<file path="src/rtl/pwm_trip_pkg.sv">
package pwm_trip_pkg;

  // Bit positions of the enable bits inside wrData
  localparam int ARM_IDX     = 0;
  localparam int PULSE_IDX   = 1;
  localparam int TIMER_IDX   = 2;
  localparam int PARTNER_IDX = 3;
  localparam int EN_W        = 4;

  typedef struct packed {
    logic partnerArm;
    logic timerEn;
    logic pulseEn;
    logic arm;
  } enBits_t;

  // Strobes from control to datapath
  typedef struct packed {
    logic trip;
    logic startDelay;
    logic cancelDelay;
  } dpStrobe_t;

endpackage

</file>
<file path="src/rtl/trip_datapath.sv">
module trip_datapath
  import pwm_trip_pkg::*;
#(
  parameter int SYNC_STAGES = 2,
  parameter int DLY_W       = 4
) (
  input  logic             clk,
  input  logic             rstN,
  input  logic             cmpIn,
  input  logic             pulseIn,
  input  logic             pulseEn,
  input  logic [DLY_W-1:0] delayLoad,
  input  dpStrobe_t        strobe,
  output logic             fallDet,
  output logic             delayDone,
  output logic             delayBusy,
  output logic             pinOut
);

  logic [SYNC_STAGES-1:0] syncQ;
  logic                   cmpSync;
  logic                   cmpPrev;
  logic [DLY_W-1:0]       dlyCnt;
  logic                   dlyPending;
  logic                   heldLevel;

  // Synchronizer: depth picked by parameter
  generate
    if (SYNC_STAGES == 1) begin : g_sync1
      always_ff @(posedge clk or negedge rstN) begin
        if (!rstN) syncQ <= '0;
        else       syncQ <= cmpIn;
      end
    end else begin : g_syncN
      always_ff @(posedge clk or negedge rstN) begin
        if (!rstN) syncQ <= '0;
        else       syncQ <= {syncQ[SYNC_STAGES-2:0], cmpIn};
      end
    end
  endgenerate

  assign cmpSync = syncQ[SYNC_STAGES-1];

  always_ff @(posedge clk or negedge rstN) begin
    if (!rstN) cmpPrev <= 1'b0;
    else       cmpPrev <= cmpSync;
  end

  assign fallDet = cmpPrev & ~cmpSync;

  // Trip delay counter
  always_ff @(posedge clk or negedge rstN) begin
    if (!rstN) begin
      dlyPending <= 1'b0;
      dlyCnt     <= '0;
    end else if (strobe.cancelDelay) begin
      dlyPending <= 1'b0;
    end else if (strobe.startDelay) begin
      dlyPending <= 1'b1;
      dlyCnt     <= delayLoad - 1'b1;
    end else if (dlyPending && (dlyCnt != '0)) begin
      dlyCnt <= dlyCnt - 1'b1;
    end
  end

  assign delayBusy = dlyPending;
  assign delayDone = dlyPending && (dlyCnt == '0);

  // Pin level keeper: tracks the pulse while in pulse mode
  always_ff @(posedge clk or negedge rstN) begin
    if (!rstN)        heldLevel <= 1'b0;
    else if (pulseEn) heldLevel <= pulseIn;
  end

  assign pinOut = pulseEn ? pulseIn : heldLevel;

endmodule

</file>
<file path="src/rtl/trip_control.sv">
module trip_control
  import pwm_trip_pkg::*;
#(
  parameter int DLY_W = 4
) (
  input  logic             clk,
  input  logic             rstN,
  input  logic             wrEn,
  input  logic [EN_W-1:0]  wrData,
  input  logic             irqClr,
  input  logic             delaySel,
  input  logic [DLY_W-1:0] delayLoad,
  input  logic             fallDet,
  input  logic             delayDone,
  input  logic             delayBusy,
  output enBits_t          enQ,
  output logic             irqQ,
  output dpStrobe_t        strobe
);

  logic armed;
  logic zeroLoad;
  logic tripNow;
  logic directPath;

  assign armed      = enQ.arm;
  assign zeroLoad   = (delayLoad == '0);
  assign directPath = ~delaySel | zeroLoad;
  assign tripNow    = armed & ((fallDet & directPath) | delayDone);

  always_comb begin
    strobe             = '0;
    strobe.trip        = tripNow;
    strobe.startDelay  = armed & fallDet & ~directPath & ~delayBusy;
    strobe.cancelDelay = ~armed | tripNow;
  end

  // Enable bits: trip clear wins over a write
  always_ff @(posedge clk or negedge rstN) begin
    if (!rstN) begin
      enQ <= '0;
    end else if (tripNow) begin
      enQ <= '0;
    end else if (wrEn) begin
      enQ.arm        <= wrData[ARM_IDX];
      enQ.pulseEn    <= wrData[PULSE_IDX];
      enQ.timerEn    <= wrData[TIMER_IDX];
      enQ.partnerArm <= wrData[PARTNER_IDX];
    end
  end

  // Surge flag: set beats clear
  always_ff @(posedge clk or negedge rstN) begin
    if (!rstN)        irqQ <= 1'b0;
    else if (tripNow) irqQ <= 1'b1;
    else if (irqClr)  irqQ <= 1'b0;
  end

endmodule

</file>
<file path="src/rtl/pwm_trip_ctrl.sv">
module pwm_trip_ctrl
  import pwm_trip_pkg::*;
#(
  parameter int SYNC_STAGES = 2,
  parameter int DLY_W       = 4
) (
  input  logic             clk,
  input  logic             rstN,
  input  logic             cmpIn,
  input  logic             wrEn,
  input  logic [3:0]       wrData,
  input  logic             irqClr,
  input  logic             delaySel,
  input  logic [DLY_W-1:0] delayLoad,
  input  logic             pulseIn,
  output logic             pinOut,
  output logic             pinIsPulse,
  output logic             armOut,
  output logic             pulseEnOut,
  output logic             timerEnOut,
  output logic             partnerArmOut,
  output logic             irq
);

  enBits_t   enQ;
  dpStrobe_t strobe;
  logic      fallDet;
  logic      delayDone;
  logic      delayBusy;

  trip_control #(.DLY_W(DLY_W)) ctrl_i (
    .clk       (clk),
    .rstN      (rstN),
    .wrEn      (wrEn),
    .wrData    (wrData),
    .irqClr    (irqClr),
    .delaySel  (delaySel),
    .delayLoad (delayLoad),
    .fallDet   (fallDet),
    .delayDone (delayDone),
    .delayBusy (delayBusy),
    .enQ       (enQ),
    .irqQ      (irq),
    .strobe    (strobe)
  );

  trip_datapath #(.SYNC_STAGES(SYNC_STAGES), .DLY_W(DLY_W)) dp_i (
    .clk       (clk),
    .rstN      (rstN),
    .cmpIn     (cmpIn),
    .pulseIn   (pulseIn),
    .pulseEn   (enQ.pulseEn),
    .delayLoad (delayLoad),
    .strobe    (strobe),
    .fallDet   (fallDet),
    .delayDone (delayDone),
    .delayBusy (delayBusy),
    .pinOut    (pinOut)
  );

  assign pinIsPulse    = enQ.pulseEn;
  assign armOut        = enQ.arm;
  assign pulseEnOut    = enQ.pulseEn;
  assign timerEnOut    = enQ.timerEn;
  assign partnerArmOut = enQ.partnerArm;

endmodule

</file>
<file path="config.mk">
export PLATFORM = sky130hd
export DESIGN_NAME = pwm_trip_ctrl
export DESIGN_NICKNAME = d
export VERILOG_FILES = /design/src/rtl/pwm_trip_pkg.sv /design/src/rtl/trip_datapath.sv /design/src/rtl/trip_control.sv /design/src/rtl/pwm_trip_ctrl.sv
export SDC_FILE = /design/constraint.sdc
export NUM_CORES = 1
export LEC_CHECK = 0
export BUFFER_PORTS_ARGS = -buffer_cell sky130_fd_sc_hd__buf_2
export CAP_MARGIN = 25
export CORE_MARGIN = 2
export CORE_UTILIZATION = 52
export CTS_CLUSTER_SIZE = 8
export DETAILED_ROUTE_END_ITERATION = 10
export PLACE_DENSITY = 0.81
export SYNTH_ARGS = -nofsm -noshare
export SYNTH_HDL_FRONTEND = slang
export SYNTH_HIERARCHICAL = 1
export SYNTH_SLANG_ARGS = --single-unit
</file>
<file path="constraint.sdc">
create_clock -name clk -period 3.4 [get_ports clk]
set_input_delay 0.34 -clock clk [delete_from_list [all_inputs] [get_ports clk]]
set_output_delay 0.34 -clock clk [all_outputs]
set_load 0.05 [all_outputs]
</file>
======== Word level (Yosys, flattened, before mapping) ========
Index checks and enable logic that the tools add are counted.
word-level totals
  register bits ........................... 14
  memories kept ........................... 0
  ROM bits ................................ 0
  bits in writable memories ............... 0
  bits in latches ......................... 0
  logic and storage cells ................. 46
  input port bits ......................... 15
  output and inout bits ................... 7
operators by class
  multipliers ............................. 0
  divide/modulo/power cells ............... 0
  bitwise logic cells ..................... 15
  reduce and logical (&&, ||, !) cells .... 10
  add/subtract/negate cells ............... 2
  magnitude comparators ................... 0
  shifts and indexed selects .............. 0
  equality and inequality tests ........... 0
  mux-type cells .......................... 9
operator list
  kind                   count
  $mux W4                4
  $logic_not A4 Y1       2
  $reduce_bool A2 Y1     4
  $sub A4 B1 Y4 const B  2
  $and A1 B1 Y1          6
  $not A1 Y1             6
  $mux W1                5
  $reduce_bool A4 Y1     1
  $or A1 B1 Y1           3
  $logic_and A1 B1 Y1    2
  $reduce_and A2 Y1      1

======== Longest topological paths before layout ========
Gate-level depths: netlist of run 1.
  word-level depth ........................ 8
  gate-level depth with buffers ........... 8

======== Cells and area by module ========
Netlist of run 1, hierarchy kept.
modules (own cells, without submodules)
  module         sequential area each (um2)  times used  area an instance (um2)  cells each
  trip_datapath  225.2                       1           450.4                   38
  trip_control   125.1                       1           261.5                   25
  pwm_trip_ctrl  0.0                         1           7.5                     1

======== Worst setup path before layout of run 1 ========
OpenSTA, ideal clock, no wires.
  kind .................................... input-to-reg
  from .................................... input delayLoad[1]
  to ...................................... register dp_i.dlyCnt[2]
  buffers on the path ..................... 1
  stages on the path ...................... 8
  data arrival time ....................... 1.869 ns
  setup slack ............................. 1.395 ns
  cell sequence ........................... o41a_1 > and4b_2 > buf_2 > mux2i_1 > ha_1 > xnor2_1 > a2bb2oi_1 > o211ai_1
RTL lines
  item                    RTL line             source
  start: declaration      pwm_trip_ctrl.sv:14  input logic [DLY_W-1:0] delayLoad,
  end signal: assignment  trip_datapath.sv:60  dlyCnt <= delayLoad - 1'b1;
  end signal: assignment  trip_datapath.sv:62  dlyCnt <= dlyCnt - 1'b1;
  end: declaration        trip_datapath.sv:23  logic [DLY_W-1:0] dlyCnt;

==> results of run 1 <==
==> layer usage <==
layer	GRT usage (%)	share of wire, %
met1	23.6	44
met4	10.0	1.8
met5	0	0
met3	9.78	6.5
met2	30.5	48
==> critical path, delay by kind of cell (launching register included) <==
kind                   cells  cell delay [ns]
AO/OA/AOI/OAI              2             0.42
flip-flops                 1             0.46
AND/OR/NAND/NOR            2             0.59
buffers and inverters      1             0.06
multiplexers               1             0.27
==> power by group through the flow <==
stage	registers, W	logic, W	clock network [W]
3_3_place_gp	0.000229	0.000148	0
3_5_place_dp	0.000230	0.000150	0
5_1_grt	0.000232	0.000168	0.000130
2_1_floorplan	0.000244	0.000101	0
6_report	0.000226	0.000151	0.000116
4_1_cts	0.000227	0.000151	0.000122
==> flip-flops by register name, summed over array words and instances, names as in the netlist <==
signal / cells
ctrl_i/irqQ: 1
ctrl_i/enQ: 3
dp_i/cmpPrev: 1
dp_i/delayBusy: 1
dp_i/heldLevel: 1
ctrl_i/armed: 1
dp_i/syncQ: 2
dp_i/dlyCnt: 4
==> layout by cell type, fill, tap and decap left out, types with 2 or more instances in the layout <==
cell / n
buf_2: 21
clkbuf_4: 3
dfrtp_1: 14
inv_1: 4
mux2_2: 2
mux2i_1: 6
nand2_1: 2
nor2_1: 4
nor2b_1: 2
nor3_1: 2
o211ai_1: 2
o21ai_0: 2
xnor2_1: 2
==> final timing paths <==
kind                            cells past startpoint  slack [ns]                        from                          to
worst max register to register                      6        1.48  dp_i/dlyCnt[2]$_DFFE_PN0P_  dp_i/dlyCnt[1]$_DFFE_PN0P_
max in group asynchronous                           2        2.70                        rstN  dp_i/dlyCnt[3]$_DFFE_PN0P_
min in group asynchronous                           2        0.46                        rstN     ctrl_i/irqQ$_DFFE_PN0P_
worst min-delay path                                1        0.17                       cmpIn     dp_i/syncQ[0]$_DFF_PN0_
worst max-delay path                                6        1.48  dp_i/dlyCnt[2]$_DFFE_PN0P_  dp_i/dlyCnt[1]$_DFFE_PN0P_
worst min register to register                      0        0.35     dp_i/syncQ[0]$_DFF_PN0_     dp_i/syncQ[1]$_DFF_PN0_
==> per-stage QoR <==
step           cells  hold WS, ns  utilization (%)  power (W)  setup slack [ns]
6_report         100        0.170             66.8   0.000493              1.48
3_3_place_gp      95        0.244             63.2   0.000376              1.31
4_1_cts          100        0.151             66.8   0.000499              1.48
5_1_grt          100        0.136             66.8   0.000530              1.34
3_5_place_dp      95        0.243             63.2   0.000380              1.28
2_1_floorplan     63       0.0444                -   0.000344              1.40
==> final cells by class <==
cell class / instances / area, um^2 / area share [%]
sequential: 14 / 350 / 40.8
multi-input combinational: 41 / 323 / 37.6
timing repair buffer: 22 / 115 / 13.4
clock buffer: 4 / 36.3 / 4.23
tap: 15 / 18.8 / 2.19
inverter: 4 / 15.0 / 1.75
==> repair_timing <==
item	4_1_cts	5_1_grt
hold endpoints to repair	14	0
buffers inserted	0	0
hold buffers	1	0
==> results by group, run 1 <==
Status
  • Outcome: completed

STA
  • Slew headroom: roughly 75%
  • Final slew viol count: 0
  • Post-layout min period: ~1.9 ns
  • Fmax: 0.522 GHz
  • Actual slew at the worst max-slew pin: 0.371 ns
  • # setup viols final: 0
  • Fin crit share: between 50% and 60%
  • RSZ-0062 raised after global routing: no
  • Worst Skew: around 0.01 ns
  • Setup_tns: 0 ns
  • Final hold vios: 0

Die
  • Core box area: 1280 um^2
  • Row cnt: 13
  • # IOs: 22
  • Full die area: around 1700 um^2
  • Initial Util: 55.4%
  • Die H: 41 um
  • DIE WIDTH: around 40 um

Power
  • Sw Ratio: 34.4%
  • Combinational power share: between 30% and 40%
  • Switching Power: approximately 0.00017 W
  • Static Leakage: around 0.39 nW
  • Part of the power in registers: between 40% and 50%
  • Clk pwr share: between 20% and 30%
  • Power per cell area: 574 nW/um^2
  • Peak VDD IR: between 400 and 500 uV
  • P_int: 0.000323 W

Clock tree
  • Skew-Pair Late Insertion Delay: ~0.28 ns
  • Clock Sinks: 14
  • Max Root-Sink Buffers: 2
  • CTS tree: yes
  • CTS buffer count: 3
  • Clock slew at reported path FFs: about 0.08 ns
  • Number of H-tree levels: 1
  • Root Buffer: clkbuf_4
  • Post-CTS Resized: 0

Placed design
  • Cell Area, Placed: 812 um^2
  • Port bufs: 21
  • DP HPWL: 999 um
  • Routability cong.: around 0.75

Setup path
  • CP cell instances: nor4_4 -> and2_1 -> inv_1 -> o211ai_1 -> o21ba_2 -> mux2_2
  • CP max FO: 5
  • Slowest stage delay, CP: around 0.46 ns
  • Critical path class: reg2reg
  • CP arrival: between 2 and 2.5 ns
  • CP Capture Type: register
  • Crit path launch type: register
  • Req. time, crit path: approximately 3.6 ns
  • Slowest cell on the critical path: dfrtp_1

Routing
  • DR vias: about 540
  • WL final: 1260 um
  • DR WL/cell: about 13 um
  • DRC: 0
  • First-pass detailed-route iteration total: 2
  • Vias per cell: 5.37
  • Routed Antenna Nets: 0
  • First-iteration detailed-routing DRC count: 1

Job
  • Max-Cap Viols: 0

Final layout
  • Share of cells above drive strength 1: a little over a third
  • Fill cells: between 100 and 150
  • # diodes: 0
  • Area Overhead vs Synth: 20.6%
  • Fin area: about 860 um^2
  • Final net count: roughly 100

Synth
  • Syn Nets: about 80
  • Mapped Cells: 63
  • Synth Warn #: 6
  • Cell Area, Synth: about 710 um^2
  • Avg Synthesized Cell Area: between 10 and 15 um^2

GRT
  • Global-route wire length before repair: approximately 2000 um
  • GR Overflow Total: 0
  • Pin count of the biggest net entering global routing: 15
  • Vias in the first global route: ~450
  • Tot GR Track Use: just over 20%
  • Initial antenna violation count: 0

Worst hold path
  • Worst Hold Class: in2reg
No activity file was read; power rests on OpenSTA's default activity.
==> run 2: changes to the inputs <==
--- a/config.mk
+++ b/config.mk
@@ -8,10 +8,10 @@
 export BUFFER_PORTS_ARGS = -buffer_cell sky130_fd_sc_hd__buf_2
 export CAP_MARGIN = 25
 export CORE_MARGIN = 2
-export CORE_UTILIZATION = 52
+export CORE_UTILIZATION = 48
 export CTS_CLUSTER_SIZE = 8
 export DETAILED_ROUTE_END_ITERATION = 10
-export PLACE_DENSITY = 0.81
+export PLACE_DENSITY = 0.75
 export SYNTH_ARGS = -nofsm -noshare
 export SYNTH_HDL_FRONTEND = slang
 export SYNTH_HIERARCHICAL = 1
==> constraint.sdc (replaced) <==
create_clock -name clk -period 1.9 [get_ports clk]
set_input_delay 0.19 -clock clk [delete_from_list [all_inputs] [get_ports clk]]
set_output_delay 0.19 -clock clk [all_outputs]
set_load 0.05 [all_outputs]
==> run 2 against run 1 <==
  * Maximum frequency rose by 5.9%
  * Clock skew decreased by 0.0089 ns
  * Sequential power increased by 81%
  * Wire length increased by 20%
  * Largest power group unchanged
  * Highest routed layer unchanged
==> results by group, run 2 (synthesis results as in run 1) <==
Die
  • Initial Util: 52.7% (was 55.4%)
  • Core box area: 1350 um^2 (was 1280 um^2)
  • Die H: 42.5 um (was 41 um)
  • DIE WIDTH: 42.5 um (was 41 um)
  • # IOs: 22 (unchanged)
  • Row cnt: 13 (unchanged)
  • Full die area: 1810 um^2 (was 1680 um^2)

Power
  • Static Leakage: 0.426 nW (was 0.394 nW)
  • Peak VDD IR: 659 uV (was 405 uV)
  • Power per cell area: 1000 nW/um^2 (was 574 nW/um^2)
  • Design Power: 0.000911 W (was 0.000493 W)

Routing
  • First-pass detailed-route iteration total: 4 (was 2)
  • First-iteration detailed-routing DRC count: 5 (was 1)
  • Vias per cell: 5.49 (was 5.37)
  • Routed Antenna Nets: 0 (unchanged)
  • DRC: 0 (unchanged)
  • DR WL/cell: 14.5 um (was 12.6 um)
  • WL final: 1520 um (was 1260 um)
  • DR vias: 576 (was 537)

STA
  • Actual slew at the worst max-slew pin: 0.354 ns (was 0.371 ns)
  • Fin crit share: 95.3% (was 56.4%)
  • Setup_tns: 0 ns (unchanged)
  • Final slew viol count: 0 (unchanged)
  • Final hold vios: 0 (unchanged)
  • Setup ws final: 0.0895 ns (was 1.48 ns)
  • Post-layout min period: 1.81 ns (was 1.92 ns)
  • # setup viols final: 0 (unchanged)
  • Slew headroom: 76.3% (was 75.2%)
  • Worst Skew: 0.00143 ns (was 0.0103 ns)
  • Fmax: 0.552 GHz (was 0.522 GHz)

GRT
  • Initial antenna violation count: 0 (unchanged)
  • Pin count of the biggest net entering global routing: 15 (unchanged)
  • Vias in the first global route: 576 (was 447)
  • Global-route wire length before repair: 2480 um (was 2010 um)
  • Tot GR Track Use: 18.7% (was 20.2%)
  • GR Overflow Total: 0 (unchanged)

Clock tree
  • Max Root-Sink Buffers: 2 (unchanged)
  • Clock slew at reported path FFs: 0.09 ns (was 0.08 ns)
  • Clock Sinks: 14 (unchanged)
  • CTS buffer count: 3 (unchanged)
  • Number of H-tree levels: 1 (unchanged)
  • Root Buffer: clkbuf_4 (unchanged)
  • Skew-Pair Late Insertion Delay: 0.28 ns (about the same)
  • CTS tree: yes (unchanged)

Setup path
  • CP Capture Type: register (unchanged)
  • Critical path class: reg2reg (unchanged)
  • CP arrival: 1.98 ns (was 2.08 ns)
  • Crit path launch type: register (unchanged)
  • CP max FO: 5 (unchanged)
  • Req. time, crit path: 2.07 ns (was 3.56 ns)

Final layout
  • Area Overhead vs Synth: 27.6% (was 20.6%)
  • Register bank with the most flops: dp_i/dlyCnt (unchanged)
  • Fill cells: 105 (unchanged)
  • Most frequent cells in the layout: 21 x buf_2, 14 x dfrtp_1, 6 x mux2i_1 (unchanged)
  • Share of cells above drive strength 1: 41.1% (was 36.5%)
  • Largest register FFs: 4 (unchanged)
  • Final net count: 107 (was 102)
  • Most common cell after layout, fill and taps aside: buf_2 (unchanged)
  • Top Registers: dp_i/dlyCnt: 4 flops, ctrl_i/enQ: 3 flops, dp_i/syncQ: 2 flops (unchanged)
  • # diodes: 0 (unchanged)

Status
  • Outcome: completed (unchanged)

Placed design
  • Port bufs: 21 (unchanged)
  • DP HPWL: 1080 um (was 999 um)
  • Place WS: -0.0127 ns (was 1.28 ns)
  • Routability cong.: 0.752 (was 0.747)

Worst hold path
  • Worst Hold Class: in2reg (unchanged)

Job
  • Max-Cap Viols: 0 (unchanged)
==> run 2: worst max-delay path, stage by stage (launching register included) <==
cell      delay [ns]
dfrtp_1         0.48
nor4_4          0.07
and2_1          0.17
inv_1           0.09
o211ai_1        0.17
or3b_1          0.39
o311ai_1        0.22
o21ai_1         0.10
==> run 2: path summary, 6_finish.rpt <==
kind                                            start                         end  slack [ns]  cells past startpoint
max                        dp_i/dlyCnt[0]$_DFFE_PN0P_  dp_i/dlyCnt[3]$_DFFE_PN0P_        0.09                      7
min                                           pulseIn    dp_i/heldLevel$_DFF_PN0_        0.15                      2
max reg2reg                dp_i/dlyCnt[0]$_DFFE_PN0P_  dp_i/dlyCnt[3]$_DFFE_PN0P_        0.09                      7
min reg2reg                   dp_i/syncQ[0]$_DFF_PN0_     dp_i/syncQ[1]$_DFF_PN0_        0.36                      0
max in group asynchronous                        rstN     dp_i/syncQ[1]$_DFF_PN0_        1.33                      2
min in group asynchronous                        rstN    ctrl_i/armed$_DFFE_PN0P_        0.34                      2
==> run 2: layout make-up <==
cell class | count | area, um^2 | share of cell area (%)
Inverter | 4 | 15.0 | 1.65
Clock buffer | 4 | 36.3 | 3.99
Timing Repair Buffer | 27 | 155 | 17.1
Sequential cell | 14 | 350 | 38.6
Tap cell | 15 | 18.8 | 2.07
Multi-Input combinational cell | 41 | 333 | 36.6
==> run 2: where the power goes <==
group / internal, W / switching (W) / total [W] / leakage, nW
registers: 0.000347 / 0.0000619 / 0.000409 / 0.168
clock network: 0.000117 / 0.000101 / 0.000217 / 0.0210
logic: 0.000124 / 0.000161 / 0.000284 / 0.238
total: 0.000588 / 0.000323 / 0.000911 / 0.426
==> run 2: timing repair <==
item / 4_1_cts / 5_1_grt
resized for setup: 0 / 2
endpoints found under the hold margin: 14 / 1
hold buffers: 1 / 1
buffers inserted: 0 / 1
endpoints found under the setup margin: 0 / 3
==> run 2: through the flow <==
stage / hold WS [ns] / cell area [um^2] / utilization (%) / cells
after floorplan: -0.106 / 712 / - / 63
after global placement: 0.0926 / 835 / 61.8 / 98
after detailed placement: 0.0978 / 835 / 61.8 / 98
after CTS: 0.00363 / 881 / 65.2 / 103
after global routing: 0.150 / 908 / 67.3 / 105
final: 0.147 / 908 / 67.3 / 105
==> run 2: per-layer routing <==
metal,part of all wire (%),vias up,GRT usage [%]
met5,0,-,0
met4,1.5,0,9.38
met3,2.7,4,3.88
met2,48,12,29.5
met1,47,284,24.2
li1,-,276,-
==> run 3: changes to the inputs <==
--- a/config.mk
+++ b/config.mk
@@ -11,6 +11,7 @@
 export CORE_UTILIZATION = 48
 export CTS_CLUSTER_SIZE = 8
 export DETAILED_ROUTE_END_ITERATION = 10
+export GPL_TIMING_DRIVEN = 0
 export PLACE_DENSITY = 0.75
 export SYNTH_ARGS = -nofsm -noshare
 export SYNTH_HDL_FRONTEND = slang
==> run 3 against run 2 <==
  * Cell count increased by 2.9%
  * Register-to-register slack worse by 0.02 ns
  * Largest cell class unchanged
  * Clock skew rose by 0.0044 ns
  * Critical path depth unchanged
  * Non-clock buffer count rose by 4
  * Final area rose by 1.8%
  * Maximum frequency down 1.3%
  * Via count down 0.69%
  * Wire length fell by 13%
  * Die area is the same
  * Sequential power barely moved
==> results by group, run 3 (synthesis results as in run 1) <==
GRT
  • Initial antenna violation count: 0 (unchanged)
  • Vias in the first global route: 537 (was 576)
  • Tot GR Track Use: 16.1% (was 18.7%)
  • Global-route wire length before repair: 2210 um (was 2480 um)
  • Pin count of the biggest net entering global routing: 15 (unchanged)
  • GR Overflow Total: 0 (unchanged)

Setup path
  • Capturing point of the worst reg2reg path: dp_i/dlyCnt[3]$_DFFE_PN0P_ (unchanged)
  • Slowest stage delay, CP: 0.46 ns (was 0.48 ns)
  • R2R depth: 7 (unchanged)
  • Kind of cell adding the most delay to the critical path: simple AND/OR/NAND/NOR gates (unchanged)
  • CP cell instances: nor4_4 -> and2_1 -> inv_1 -> o211ai_1 -> or3b_1 -> o311ai_1 -> o21ai_1 (unchanged)
  • CP arrival: 1.96 ns (was 1.98 ns)
  • Critical path class: reg2reg (unchanged)
  • CP Capture Type: register (unchanged)
  • Worst R2R Start: dp_i/dlyCnt[2]$_DFFE_PN0P_ (was dp_i/dlyCnt[0]$_DFFE_PN0P_)
  • R2r setup slk: 0.07 ns (was 0.09 ns)
  • Req. time, crit path: 2.03 ns (was 2.07 ns)
  • CP max FO: 5 (unchanged)
  • Crit path launch type: register (unchanged)
  • Slowest cell on the critical path: dfrtp_1 (unchanged)
  • Worst Path Buf+Inv: 1 (unchanged)

Final layout
  • Final design utilization: 68.5% (was 67.3%)
  • Largest register FFs: 4 (unchanged)
  • Most frequent cells in the layout: 20 x buf_2, 12 x dfrtp_1, 9 x buf_4 (was 21 x buf_2, 14 x dfrtp_1, 6 x mux2i_1)
  • # diodes: 0 (unchanged)
  • Share of cells above drive strength 1: 45.2% (was 41.1%)
  • Top Registers: dp_i/dlyCnt: 4 flops, ctrl_i/enQ: 3 flops, dp_i/syncQ: 2 flops (unchanged)
  • Most common cell after layout, fill and taps aside: buf_2 (unchanged)
  • Final net count: 111 (was 107)
  • Fin area: 925 um^2 (was 908 um^2)
  • Area Overhead vs Synth: 29.9% (was 27.6%)
  • Register bank with the most flops: dp_i/dlyCnt (unchanged)
  • Fill cells: 102 (was 105)

Clock tree
  • Number of H-tree levels: 1 (unchanged)
  • CTS buffer count: 3 (unchanged)
  • Max Root-Sink Buffers: 2 (unchanged)
  • CTS tree: yes (unchanged)
  • Clock Sinks: 14 (unchanged)
  • Root Buffer: clkbuf_4 (unchanged)
  • Skew-Pair Late Insertion Delay: 0.26 ns (was 0.28 ns)
  • Clock slew at reported path FFs: 0.07 ns (was 0.09 ns)

STA
  • Actual slew at the worst max-slew pin: 0.352 ns (was 0.354 ns)
  • Post-layout min period: 1.83 ns (was 1.81 ns)
  • Final slew viol count: 0 (unchanged)
  • Slew headroom: 76.4% (was 76.3%)
  • Worst Skew: 0.00582 ns (was 0.00143 ns)
  • Final hold vios: 0 (unchanged)
  • # setup viols final: 0 (unchanged)
  • Setup ws final: 0.0655 ns (was 0.0895 ns)
  • Fin crit share: 96.6% (was 95.3%)
  • RSZ-0062 raised after global routing: yes
  • Fmax: 0.545 GHz (was 0.552 GHz)

Placed design
  • Routability cong.: 0.745 (was 0.752)
  • Cell Area, Placed: 831 um^2 (was 835 um^2)
  • Port bufs: 20 (was 21)
  • Place WS: -0.197 ns (was -0.0127 ns)
  • DP HPWL: 979 um (was 1080 um)

Die
  • Row cnt: 13 (unchanged)
  • Initial Util: 52.7% (unchanged)
  • Die H: 42.5 um (unchanged)
  • Full die area: 1810 um^2 (unchanged)
  • DIE WIDTH: 42.5 um (unchanged)
  • # IOs: 22 (unchanged)
  • Core box area: 1350 um^2 (unchanged)

Power
  • Sw Ratio: 34.5% (was 35.5%)
  • Power per cell area: 922 nW/um^2 (was 1000 nW/um^2)
  • Peak VDD IR: 589 uV (was 659 uV)
  • Static Leakage: 0.430 nW (was 0.426 nW)
  • Part of the power in registers: 48.1% (was 44.9%)
  • Clk pwr share: 17.6% (was 23.9%)
  • Combinational power share: 34.3% (was 31.2%)
  • Switching Power: 0.000294 W (was 0.000323 W)
  • P_int: 0.000559 W (was 0.000588 W)

Worst hold path
  • Hold Path End: dp_i/syncQ[0]$_DFF_PN0_ (was dp_i/heldLevel$_DFF_PN0_)
  • Hold Crit Depth: 1 (was 2)
  • HP Start: cmpIn (was pulseIn)
  • Worst Hold Class: in2reg (unchanged)

Routing
  • Routed Antenna Nets: 0 (unchanged)
  • DR WL/cell: 12.3 um (was 14.5 um)
  • Vias per cell: 5.30 (was 5.49)
  • First-pass detailed-route iteration total: 4 (unchanged)
  • DR vias: 572 (was 576)
  • DRC: 0 (unchanged)
  • First-iteration detailed-routing DRC count: 10 (was 5)
  • WL final: 1330 um (was 1520 um)

Job
  • Max-Cap Viols: 0 (unchanged)

Status
  • Outcome: completed (unchanged)
run 3: changes by cell type in the layout (fill, tap and decap cells not counted), sizes merged:
cell	delta
buf	+4
dlygate4sd3	-1
run 3: routing by layer:
layer / wire, um / up-vias / track usage, %
met5: 0 / - / 0
li1: - / 287 / -
met4: 0 / 0 / 2.50
met2: 655 / 20 / 25.2
met1: 600 / 265 / 21.5
met3: 71 / 0 / 6.47
run 3: final cells by class:
type                            count  area (um^2)  share of cell area [%]
Sequential cell                    14          353                    38.2
Multi-Input combinational cell     41          334                    36.1
Timing Repair Buffer               28          163                    17.6
Clock buffer                        3         22.5                    2.44
Buffer                              3         18.8                    2.03
Tap cell                           15         18.8                    2.03
Inverter                            4         15.0                    1.62
run 3: timing repair:
action / in CTS / in global routing
buffers inserted: 0 / 7
pin swaps: 0 / 2
endpoints found under the hold margin: 14 / 0
endpoints found under the setup margin: 1 / 4
gates resized for setup: 1 / 4
hold buffers: 1 / 0
run 3: worst max-delay path by stage:
| stage | from | end | slack (ns) | cells after the start |
|---|---|---|---|---|
| after floorplan | delayLoad[1] | dp_i/dlyCnt[2]$_DFFE_PN0P_ | 0.05 | 8 |
| after global placement | delayLoad[1] | dp_i/dlyCnt[2]$_DFFE_PN0P_ | -0.18 | 9 |
| after detailed placement | delayLoad[1] | dp_i/dlyCnt[2]$_DFFE_PN0P_ | -0.20 | 9 |
| after CTS | dp_i/dlyCnt[2]$_DFFE_PN0P_ | dp_i/dlyCnt[1]$_DFFE_PN0P_ | 0.000003 | 6 |
| after global routing | dp_i/dlyCnt[2]$_DFFE_PN0P_ | dp_i/dlyCnt[3]$_DFFE_PN0P_ | -0.09 | 7 |
| final | dp_i/dlyCnt[2]$_DFFE_PN0P_ | dp_i/dlyCnt[3]$_DFFE_PN0P_ | 0.07 | 7 |
run 3: power by group through the flow:
stage               logic (W)  registers [W]  clock network (W)
floorplan            0.000180       0.000436                  0
global placement     0.000273       0.000408                  0
detailed placement   0.000276       0.000413                  0
CTS                  0.000282       0.000405           0.000165
global route         0.000322       0.000418           0.000177
finish               0.000292       0.000410           0.000150
run 3: per-stage QoR:
step	instances	hold WS [ns]	TNS, ns	power [W]
after detailed placement	98	0.0943	-0.300	0.000689
after CTS	101	0.0166	0	0.000852
after floorplan	63	-0.106	0	0.000616
after global routing	108	0.0123	-0.140	0.000917
after global placement	98	0.0938	-0.268	0.000681
final	108	0.0298	0	0.000853
run 3: worst reg2reg max path: stages, from the launching register on:
cell      delay [ns]
dfrtp_1         0.46
nor4_4          0.07
and2_1          0.17
inv_1           0.08
o211ai_1        0.16
or3b_1          0.38
o311ai_1        0.24
o21ai_1         0.13
